<file path="src/rtl/supv_pkg.sv">
package supv_pkg;

  typedef enum logic [1:0] {
    WD_SEL_SHORT = 2'b00,
    WD_SEL_MID   = 2'b01,
    WD_SEL_LONG  = 2'b10,
    WD_SEL_ALIAS = 2'b11
  } wd_sel_e;

  function automatic int unsigned wd_period_ms(
    input logic [1:0]  sel,
    input int unsigned p0,
    input int unsigned p1,
    input int unsigned p2
  );
    case (wd_sel_e'(sel))
      WD_SEL_SHORT: return p0;
      WD_SEL_MID:   return p1;
      default:      return p2;
    endcase
  endfunction

  function automatic int unsigned max3(
    input int unsigned a,
    input int unsigned b,
    input int unsigned c
  );
    int unsigned m;
    m = (a > b) ? a : b;
    return (m > c) ? m : c;
  endfunction

endpackage

</file>
<file path="src/rtl/supv_sync.sv">
module supv_sync #(
  parameter int unsigned STAGES  = 2,
  parameter logic        RST_VAL = 1'b1
) (
  input  logic clk,
  input  logic rst_n,
  input  logic d_async,
  output logic q_sync
);
  logic [STAGES-1:0] chain;

  genvar g;
  generate
    for (g = 0; g < STAGES; g++) begin : g_stage
      if (g == 0) begin : g_first
        always_ff @(posedge clk or negedge rst_n) begin
          if (!rst_n) chain[0] <= RST_VAL;
          else        chain[0] <= d_async;
        end
      end else begin : g_next
        always_ff @(posedge clk or negedge rst_n) begin
          if (!rst_n) chain[g] <= RST_VAL;
          else        chain[g] <= chain[g-1];
        end
      end
    end
  endgenerate

  assign q_sync = chain[STAGES-1];
endmodule

</file>
<file path="src/rtl/supv_ms_tick.sv">
module supv_ms_tick #(
  parameter int unsigned CLKS_PER_MS = 250000
) (
  input  logic clk,
  input  logic rst_n,
  output logic tick
);
  localparam int unsigned CW = (CLKS_PER_MS > 1) ? $clog2(CLKS_PER_MS) : 1;
  localparam logic [CW-1:0] LAST = CW'(CLKS_PER_MS - 1);

  logic [CW-1:0] div_q;

  always_ff @(posedge clk or negedge rst_n) begin
    if (!rst_n) begin
      div_q <= '0;
    end else if (div_q == LAST) begin
      div_q <= '0;
    end else begin
      div_q <= div_q + 1'b1;
    end
  end

  assign tick = (div_q == LAST);
endmodule

</file>
<file path="src/rtl/supv_debounce.sv">
module supv_debounce #(
  parameter int unsigned DEB_MS = 20
) (
  input  logic clk,
  input  logic rst_n,
  input  logic tick,
  input  logic btn_s_n,
  output logic press_req
);
  localparam int unsigned DW = $clog2(DEB_MS + 1);
  localparam logic [DW-1:0] DONE = DW'(DEB_MS);

  logic [DW-1:0] low_ms_q;

  always_ff @(posedge clk or negedge rst_n) begin
    if (!rst_n) begin
      low_ms_q  <= '0;
      press_req <= 1'b0;
    end else if (btn_s_n) begin
      low_ms_q  <= '0;
      press_req <= 1'b0;
    end else begin
      if (tick && (low_ms_q != DONE)) low_ms_q <= low_ms_q + 1'b1;
      if (low_ms_q == DONE)           press_req <= 1'b1;
    end
  end
endmodule

</file>
<file path="src/rtl/supv_watchdog.sv">
module supv_watchdog
  import supv_pkg::*;
#(
  parameter int unsigned WD_P0_MS = 150,
  parameter int unsigned WD_P1_MS = 610,
  parameter int unsigned WD_P2_MS = 1200
) (
  input  logic       clk,
  input  logic       rst_n,
  input  logic       tick,
  input  logic       hold,
  input  logic       kick_s,
  input  logic [1:0] wd_sel,
  output logic       wd_fire
);
  localparam int unsigned PMAX = max3(WD_P0_MS, WD_P1_MS, WD_P2_MS);
  localparam int unsigned WW   = $clog2(PMAX + 1);

  logic          kick_prev_q;
  logic          kick_fall;
  logic [WW-1:0] ms_q;
  logic [WW-1:0] limit_m1;

  assign limit_m1  = WW'(wd_period_ms(wd_sel, WD_P0_MS, WD_P1_MS, WD_P2_MS) - 1);
  assign kick_fall = kick_prev_q & ~kick_s;

  always_ff @(posedge clk or negedge rst_n) begin
    if (!rst_n) kick_prev_q <= 1'b1;
    else        kick_prev_q <= kick_s;
  end

  always_ff @(posedge clk or negedge rst_n) begin
    if (!rst_n) begin
      ms_q    <= '0;
      wd_fire <= 1'b0;
    end else if (hold || kick_fall) begin
      ms_q    <= '0;
      wd_fire <= 1'b0;
    end else if (tick) begin
      if (ms_q == limit_m1) begin
        ms_q    <= '0;
        wd_fire <= 1'b1;
      end else begin
        ms_q    <= ms_q + 1'b1;
        wd_fire <= 1'b0;
      end
    end else begin
      wd_fire <= 1'b0;
    end
  end
endmodule

</file>
<file path="src/rtl/supv_stretch.sv">
module supv_stretch #(
  parameter int unsigned HOLD_MS = 250
) (
  input  logic clk,
  input  logic rst_n,
  input  logic tick,
  input  logic cause,
  output logic rst_hi,
  output logic rst_lo_n
);
  localparam int unsigned HW = $clog2(HOLD_MS + 1);
  localparam logic [HW-1:0] FULL = HW'(HOLD_MS);

  logic [HW-1:0] quiet_ms_q;

  always_ff @(posedge clk or negedge rst_n) begin
    if (!rst_n) begin
      quiet_ms_q <= '0;
      rst_hi     <= 1'b1;
      rst_lo_n   <= 1'b0;
    end else if (cause) begin
      quiet_ms_q <= '0;
      rst_hi     <= 1'b1;
      rst_lo_n   <= 1'b0;
    end else if (rst_hi && tick) begin
      if (quiet_ms_q == FULL) begin
        rst_hi   <= 1'b0;
        rst_lo_n <= 1'b1;
      end else begin
        quiet_ms_q <= quiet_ms_q + 1'b1;
      end
    end
  end
endmodule

</file>
<file path="src/rtl/supv_reset_core.sv">
module supv_reset_core #(
  parameter int unsigned CLKS_PER_MS = 250000,
  parameter int unsigned DEB_MS      = 20,
  parameter int unsigned HOLD_MS     = 250,
  parameter int unsigned WD_P0_MS    = 150,
  parameter int unsigned WD_P1_MS    = 610,
  parameter int unsigned WD_P2_MS    = 1200
) (
  input  logic       clk,
  input  logic       rst_n,
  input  logic       supply_ok,
  input  logic       btn_n,
  input  logic       kick,
  input  logic [1:0] wd_sel,
  output logic       sys_rst,
  output logic       sys_rst_n
);
  logic ms_tick;
  logic btn_s_n;
  logic kick_s;
  logic pb_req;
  logic wd_fire;
  logic any_cause;

  supv_ms_tick #(.CLKS_PER_MS(CLKS_PER_MS)) u_tick (
    .clk  (clk),
    .rst_n(rst_n),
    .tick (ms_tick)
  );

  supv_sync #(.STAGES(2), .RST_VAL(1'b1)) u_sync_btn (
    .clk    (clk),
    .rst_n  (rst_n),
    .d_async(btn_n),
    .q_sync (btn_s_n)
  );

  supv_sync #(.STAGES(2), .RST_VAL(1'b1)) u_sync_kick (
    .clk    (clk),
    .rst_n  (rst_n),
    .d_async(kick),
    .q_sync (kick_s)
  );

  supv_debounce #(.DEB_MS(DEB_MS)) u_deb (
    .clk      (clk),
    .rst_n    (rst_n),
    .tick     (ms_tick),
    .btn_s_n  (btn_s_n),
    .press_req(pb_req)
  );

  supv_watchdog #(
    .WD_P0_MS(WD_P0_MS),
    .WD_P1_MS(WD_P1_MS),
    .WD_P2_MS(WD_P2_MS)
  ) u_wd (
    .clk    (clk),
    .rst_n  (rst_n),
    .tick   (ms_tick),
    .hold   (sys_rst),
    .kick_s (kick_s),
    .wd_sel (wd_sel),
    .wd_fire(wd_fire)
  );

  assign any_cause = ~supply_ok | pb_req | wd_fire;

  supv_stretch #(.HOLD_MS(HOLD_MS)) u_stretch (
    .clk     (clk),
    .rst_n   (rst_n),
    .tick    (ms_tick),
    .cause   (any_cause),
    .rst_hi  (sys_rst),
    .rst_lo_n(sys_rst_n)
  );
endmodule

</file>
<file path="config.mk">
export PLATFORM = sky130hd
export DESIGN_NAME = supv_reset_core
export DESIGN_NICKNAME = d
export VERILOG_FILES = /design/src/rtl/supv_pkg.sv /design/src/rtl/supv_sync.sv /design/src/rtl/supv_ms_tick.sv /design/src/rtl/supv_debounce.sv /design/src/rtl/supv_watchdog.sv /design/src/rtl/supv_stretch.sv /design/src/rtl/supv_reset_core.sv
export SDC_FILE = /design/constraint.sdc
export NUM_CORES = 1
export LEC_CHECK = 0
export BUFFER_PORTS_ARGS = -buffer_cell sky130_fd_sc_hd__buf_2
export CAP_MARGIN = 20
export CORE_ASPECT_RATIO = 1.1
export CORE_UTILIZATION = 35
export CTS_BUF_LIST = sky130_fd_sc_hd__clkbuf_8
export DETAILED_ROUTE_END_ITERATION = 12
export SLEW_MARGIN = 20
export SYNTH_ARGS = -nofsm -noshare
export SYNTH_HDL_FRONTEND = slang
export SYNTH_SLANG_ARGS = --single-unit
export TNS_END_PERCENT = 5
</file>
<file path="constraint.sdc">
create_clock -name clk -period 2.9 [get_ports clk]
set_clock_uncertainty 0.15 [all_clocks]
set_input_delay 0.58 -clock clk [delete_from_list [all_inputs] [get_ports clk]]
set_output_delay 0.58 -clock clk [all_outputs]
set_load 0.02 [all_outputs]
</file>
# Word level (Yosys, flattened, before mapping)
# Index checks and enable logic that the tools add are counted.
[totals] inputBits=7 reg_bits=51
[classes] bitwise_logic=5 eq_ne=7 n_reduce_logical=11 n_mux=21 addsub=5
[ops] op="2-to-1 mux 11 bit" count=3
[ops] op="2-to-1 mux 8 bit" count=3
[ops] op="one-hot mux 11 bit (2 select lines)" count=1
[ops] op="adder 18 x 1 -> 18 bit (second input constant)" count=1
[ops] op="== test 18 bit (second input constant)" count=1
[ops] op="2-to-1 mux 18 bit" count=1
[ops] op="adder 11 x 1 -> 11 bit (second input constant)" count=1
[ops] op="== test 11 bit" count=1
[ops] op="2-to-1 mux 1 bit" count=11
[ops] op="subtractor 11 x 1 -> 11 bit (second input constant)" count=1
[ops] op="2-to-1 mux 5 bit" count=2
[ops] op="nonzero test 2 bit" count=5
[ops] op="adder 8 x 1 -> 8 bit (second input constant)" count=1
[ops] op="== test 8 bit (second input constant)" count=1
[ops] op="adder 5 x 1 -> 5 bit (second input constant)" count=1
[ops] op="== test 5 bit (second input constant)" count=1
[ops] op="!= test 5 bit (second input constant)" count=1
[ops] op="AND reduction 2 bit" count=2
[ops] op="== test 2 x 1 -> 1 bit (second input constant)" count=1
[ops] op="logical AND 1 bit" count=2
[ops] op="zero test 2 bit" count=1
[ops] op="!= test 2 bit (second input constant)" count=1
[ops] op="inverter 1 bit" count=2
[ops] op="OR 1 bit" count=2
[ops] op="2 further kinds" count=2

# Longest topological paths before layout
[depth] depth_word=7 depth_mapped=8

# Hierarchy
# A second synthesis with hierarchy kept.
[unflattened] cells_unflattened=247 hier_area_um2=2585.0
[by_module_without_submodules] mod="supv_ms_tick" instances=1 area_per_inst_um2=889.6 cells_each=80
[by_module_without_submodules] mod="supv_watchdog" instances=1 area_per_inst_um2=745.7 cells_each=76
[by_module_without_submodules] mod="supv_stretch" instances=1 area_per_inst_um2=528.0 cells_each=54
[by_module_without_submodules] mod="supv_debounce" instances=1 area_per_inst_um2=307.8 cells_each=32
[by_module_without_submodules] mod="supv_sync" instances=2 area_per_inst_um2=52.6 cells_each=2
[by_module_without_submodules] mod="supv_reset_core" instances=1 area_per_inst_um2=8.8 cells_each=1

# Worst setup path before layout
# OpenSTA, ideal clock, no wires.
[synth_path] kind="input-to-reg" start="in wd_sel[1]" end="reg u_wd.ms_q[9]" n_path_buf=1 cell_stages=6 t_arrival_ns=1.754 t_required_ns=2.617 setup_slack_ns=0.864 path_cell_list="or4b_2 > o21ai_0 > o2111ai_1 > buf_6 > o211ai_1 > a31oi_1"
[synth_via] elab_chain_len=7 elab_cells_between_ends=8 classes_between="1 x add/sub; 2 x eq/ne; 4 x mux; 1 x reduce/logical"
[synth_lines] element="start: declaration" line_no="supv_reset_core.sv:14" source="input logic [1:0] wd_sel,"
[synth_lines] element="== test 2 x 1 -> 1 bit / zero test 2 bit (equally long branches)" line_no="supv_pkg.sv:16" source="case (wd_sel_e'(sel))"
[synth_lines] element="one-hot mux 11 bit (2 select lines) *" line_no="supv_pkg.sv:16"
[synth_lines] element="subtractor 11 x 1 -> 11 bit *" line_no="supv_watchdog.sv:24" source="assign limit_m1 = WW'(wd_period_ms(wd_sel, WD_P0_MS, WD_P1_MS, WD_P2_MS) - 1);"
[synth_lines] element="== test 11 bit *" line_no="supv_watchdog.sv:40" source="if (ms_q == limit_m1) begin"
[synth_lines] element="2-to-1 mux 11 bit *" line_no="supv_watchdog.sv:40"
[synth_lines] element="2-to-1 mux 11 bit *" line_no="supv_watchdog.sv:39" source="end else if (tick) begin"
[synth_lines] element="2-to-1 mux 11 bit *" line_no="supv_watchdog.sv:36" source="end else if (hold || kick_fall) begin"
[synth_lines] element="end signal: assignment" line_no="supv_watchdog.sv:44" source="ms_q <= ms_q + 1'b1;"
[synth_lines] element="end: declaration" line_no="supv_watchdog.sv:21" source="logic [WW-1:0] ms_q;"
# Every way passes the cells marked *; elsewhere a longest branch is shown, timed or not. The select of a mux whose other input is x is not followed.
# A chain may end at the register's enable or synchronous reset.

# Worst setup path after layout
[layout_path] start="reg u_wd.ms_q[5]" end="reg u_wd.ms_q[7]"
[layout_via] elab_chain_len=4 elab_cells_between_ends=5 classes_between="1 x add/sub; 1 x eq/ne; 3 x mux"
[layout_lines] element="adder 11 x 1 -> 11 bit / == test 11 bit (equally long branches)" line_no="supv_watchdog.sv:44, supv_watchdog.sv:40"
[layout_lines] element="2-to-1 mux 11 bit *" line_no="supv_watchdog.sv:40"
[layout_lines] element="2-to-1 mux 11 bit *" line_no="supv_watchdog.sv:39"
[layout_lines] element="2-to-1 mux 11 bit *" line_no="supv_watchdog.sv:36"
# Marked as above.

==> run summary <==
Top achievable clock speed: 425 MHz
Core Rows: 32
RSZ-0062 raised after global routing: false
Most frequent cells in the layout: dfrtp_1, nor2_1, nand2_1
Data arrival, critical path: 2380 ps
Mapped Nets: 270
Slew @ Worst Pin: 894 ps
Min Tclk post-route: 2350 ps
Reg-to-Reg End: u_wd.ms_q[7]
Wirelength, routed: 4.92 mm
Finished Layout Cells: 355
Max-cap viol count: 0
Layout Utilization: 0.400
Cells after synthesis: 257
Startpoint types: register
Mean Syn Cell Area: 10.2 um2
Total power per unit cell area: 442 mW/mm2
Ys async rst share: 1.00
Largest net degree at the start of global routing: 26
Overall via count from detail_route: 1861
FF-to-FF path depth: 5
Nets: 282
CTS tree: yes
Main flop type after synthesis: dfrtp_1
Post-CTS setup buffer count: 0
Chip Height: 92.6 um
Layout cells sized above 1: 0.137
CTS H-tree depth: 2
Drt pass-1 iters: 8
Clk buf depth: 2
Multi-input gate area: 0.00126 mm2
Cts hold-fix bufs: 0
Cell variety after synth: 53
Failing checks: design-rule violations
Fin crit share: 0.812
Critical path's slowest cell: or4b_2
First-pass GRT wire length: 8.63 mm
Wire length per cell: 13.9 um
# resized after CTS: 0
Crit Path Category: register to register
CTS root buf: clkbuf_8
Clock sink count: 51
Die area: 0.00780 mm2
EDFF count, synth: 0
Reg-to-reg slack, setup: 550 ps
Detailed-route DRC error count: 2
RR Startpoint: u_wd.ms_q[5]
Total track usage: 0.140
Yosys warns: 0
Final TNS setup: 0 ps
Setup Viol. Count Final: 0
Vias/cell: 5.24
Skew-Pair Late Insertion Delay: 310 ps
DP Area: 0.00273 mm2
Starting Density: 0.366
Port buffer count: 8
Hold Slack: 88.4 ps
Seq cells post-synth: 51
Register area share after synthesis: 0.492
ANT nets after route: 0
Fillers: 717
CP endpoint kind: register
Leak Pwr: 0.00118 uW
Core area: 0.00713 mm2
CP Max Fanout: 11
Cells along the critical path: or4b_2 > o21ai_0 > o2111ai_1 > a21oi_1 > a211oi_1
Non-Filler Cell Area, Final: 0.00285 mm2
Vias in the first global route: 1847
Cell count after placement: 347
HP Class: input port to asynchronous set/reset pin
Normalized max-slew margin: 0.403
Critical path's largest stage delay: 670 ps
Initial DRC count: 49
Dpl hpwl: 3.57 mm
Slew Limit Fails: 0
Gpl congestion: 0.769
Status: finished, violations left
Grt ovf: 0
Netlist Area Pre-Place: 0.00261 mm2
Commonest non-fill, non-tap cell in the layout: dfrtp_1
Ant diodes: 0
CTS buffer count: 5
Hold Fails Final Rpt: 0
Area delta synth->final: 9.21%
Initial antenna violation count: 0
Register Area: 0.00128 mm2
Die span in x: 84.3 um
IO Count: 9
Clock transition at path regs: 100 ps
CP Data Required Time: 2930 ps
Worst VDD drop: 0.177 mV
metrics by stage:
step           worst slack [ps]  total power [uW]
2_1_floorplan               864               738
3_3_place_gp                361               762
3_5_place_dp                362               762
4_1_cts                     555              1280
5_1_grt                     383              1310
6_report                    546              1260
cell usage after synthesis (2+ instances only):
cell	count	area [um2]
nor3_2	2	20.0
inv_1	6	22.5
nand3b_1	2	15.0
dfstp_2	6	158
nand4_1	8	50.1
a21o_1	3	22.5
nand2_1	23	86.3
xnor2_1	14	123
and4_1	2	17.5
or4b_1	2	20.0
mux2i_1	2	20.0
nor2_1	28	105
buf_6	2	22.5
a21oi_1	6	30.0
a31oi_1	6	37.5
mux2_2	2	22.5
xor2_1	9	78.8
and2_1	2	12.5
dfrtp_1	45	1130
nor3_1	8	40.0
o21ai_0	5	25.0
or3_1	5	31.3
nand2b_1	3	18.8
nor3b_1	3	22.5
ha_1	6	75.1
and3_1	7	43.8
buf_2	2	10.0
nor4_1	3	18.8
o311ai_0	2	17.5
nand3_1	19	95.1
a211oi_1	2	15.0
sequential cells by signal, indices dropped and copies added, names as in the netlist:
name                  cells
u_sync_btn.q_sync         1
u_deb.low_ms_q            5
u_stretch.rst_lo_n        1
u_sync_btn.chain          1
u_sync_kick.q_sync        1
u_wd.kick_prev_q          1
u_wd.wd_fire              1
u_deb.press_req           1
u_sync_kick.chain         1
u_stretch.quiet_ms_q      8
u_tick.div_q             18
u_wd.ms_q                11
u_stretch.rst_hi          1
routing by layer:
| layer | wire length, um | track usage |
|---|---|---|
| met1 | 2430 | 0.179 |
| met2 | 2290 | 0.236 |
| met3 | 123 | 0.0267 |
| met4 | 71 | 0.0474 |
| met5 | 0 | 0 |
cell type report:
cell class,instances,area share
timing repair buffer,11,0.0220
sequential,51,0.451
multi-input combinational,194,0.441
tap,85,0.0373
clock buffer,5,0.0242
inverter,6,0.00791
clock inverter,3,0.0167
power breakdown:
group          switching (uW)  total (uW)  leakage (uW)  internal [uW]
clock                     250         512     0.0000587            262
combinational            19.5        27.0      0.000441           7.52
sequential               2.55         720      0.000678            717
critical path: cells and delay by family (launching register included):
| family | cells | cell delay, ps |
|---|---|---|
| compound gates | 4 | 940 |
| flops | 1 | 460 |
| simple gates | 1 | 670 |
kinds of logic (layout without fill, tap and decap cells):
kind of cell             count (synthesis)  in the layout  share of synthesized area
AO/OA/AOI/OAI                           28             28                     0.0691
XOR/XNOR                                23             23                     0.0772
adder cells (fa/ha/maj)                  6              6                     0.0288
buffers and inverters                   12             25                     0.0259
flip-flops                              51             51                      0.492
multiplexers                             4              4                     0.0163
AND/OR/NAND/NOR                        133            133                      0.291
how the worst max path moves through the flow:
stage,from,end,slack [ps],cells past startpoint
2_1_floorplan,wd_sel[1],u_wd.ms_q[9],860,6
3_3_place_gp,wd_sel[1],u_wd.ms_q[4],360,6
3_5_place_dp,wd_sel[1],u_wd.ms_q[4],360,6
4_1_cts,u_wd.ms_q[5],u_wd.ms_q[7],550,5
5_1_grt,u_wd.ms_q[5],u_wd.ms_q[4],380,5
6_report,u_wd.ms_q[5],u_wd.ms_q[7],550,5
No activity file was read; power rests on OpenSTA's default activity.
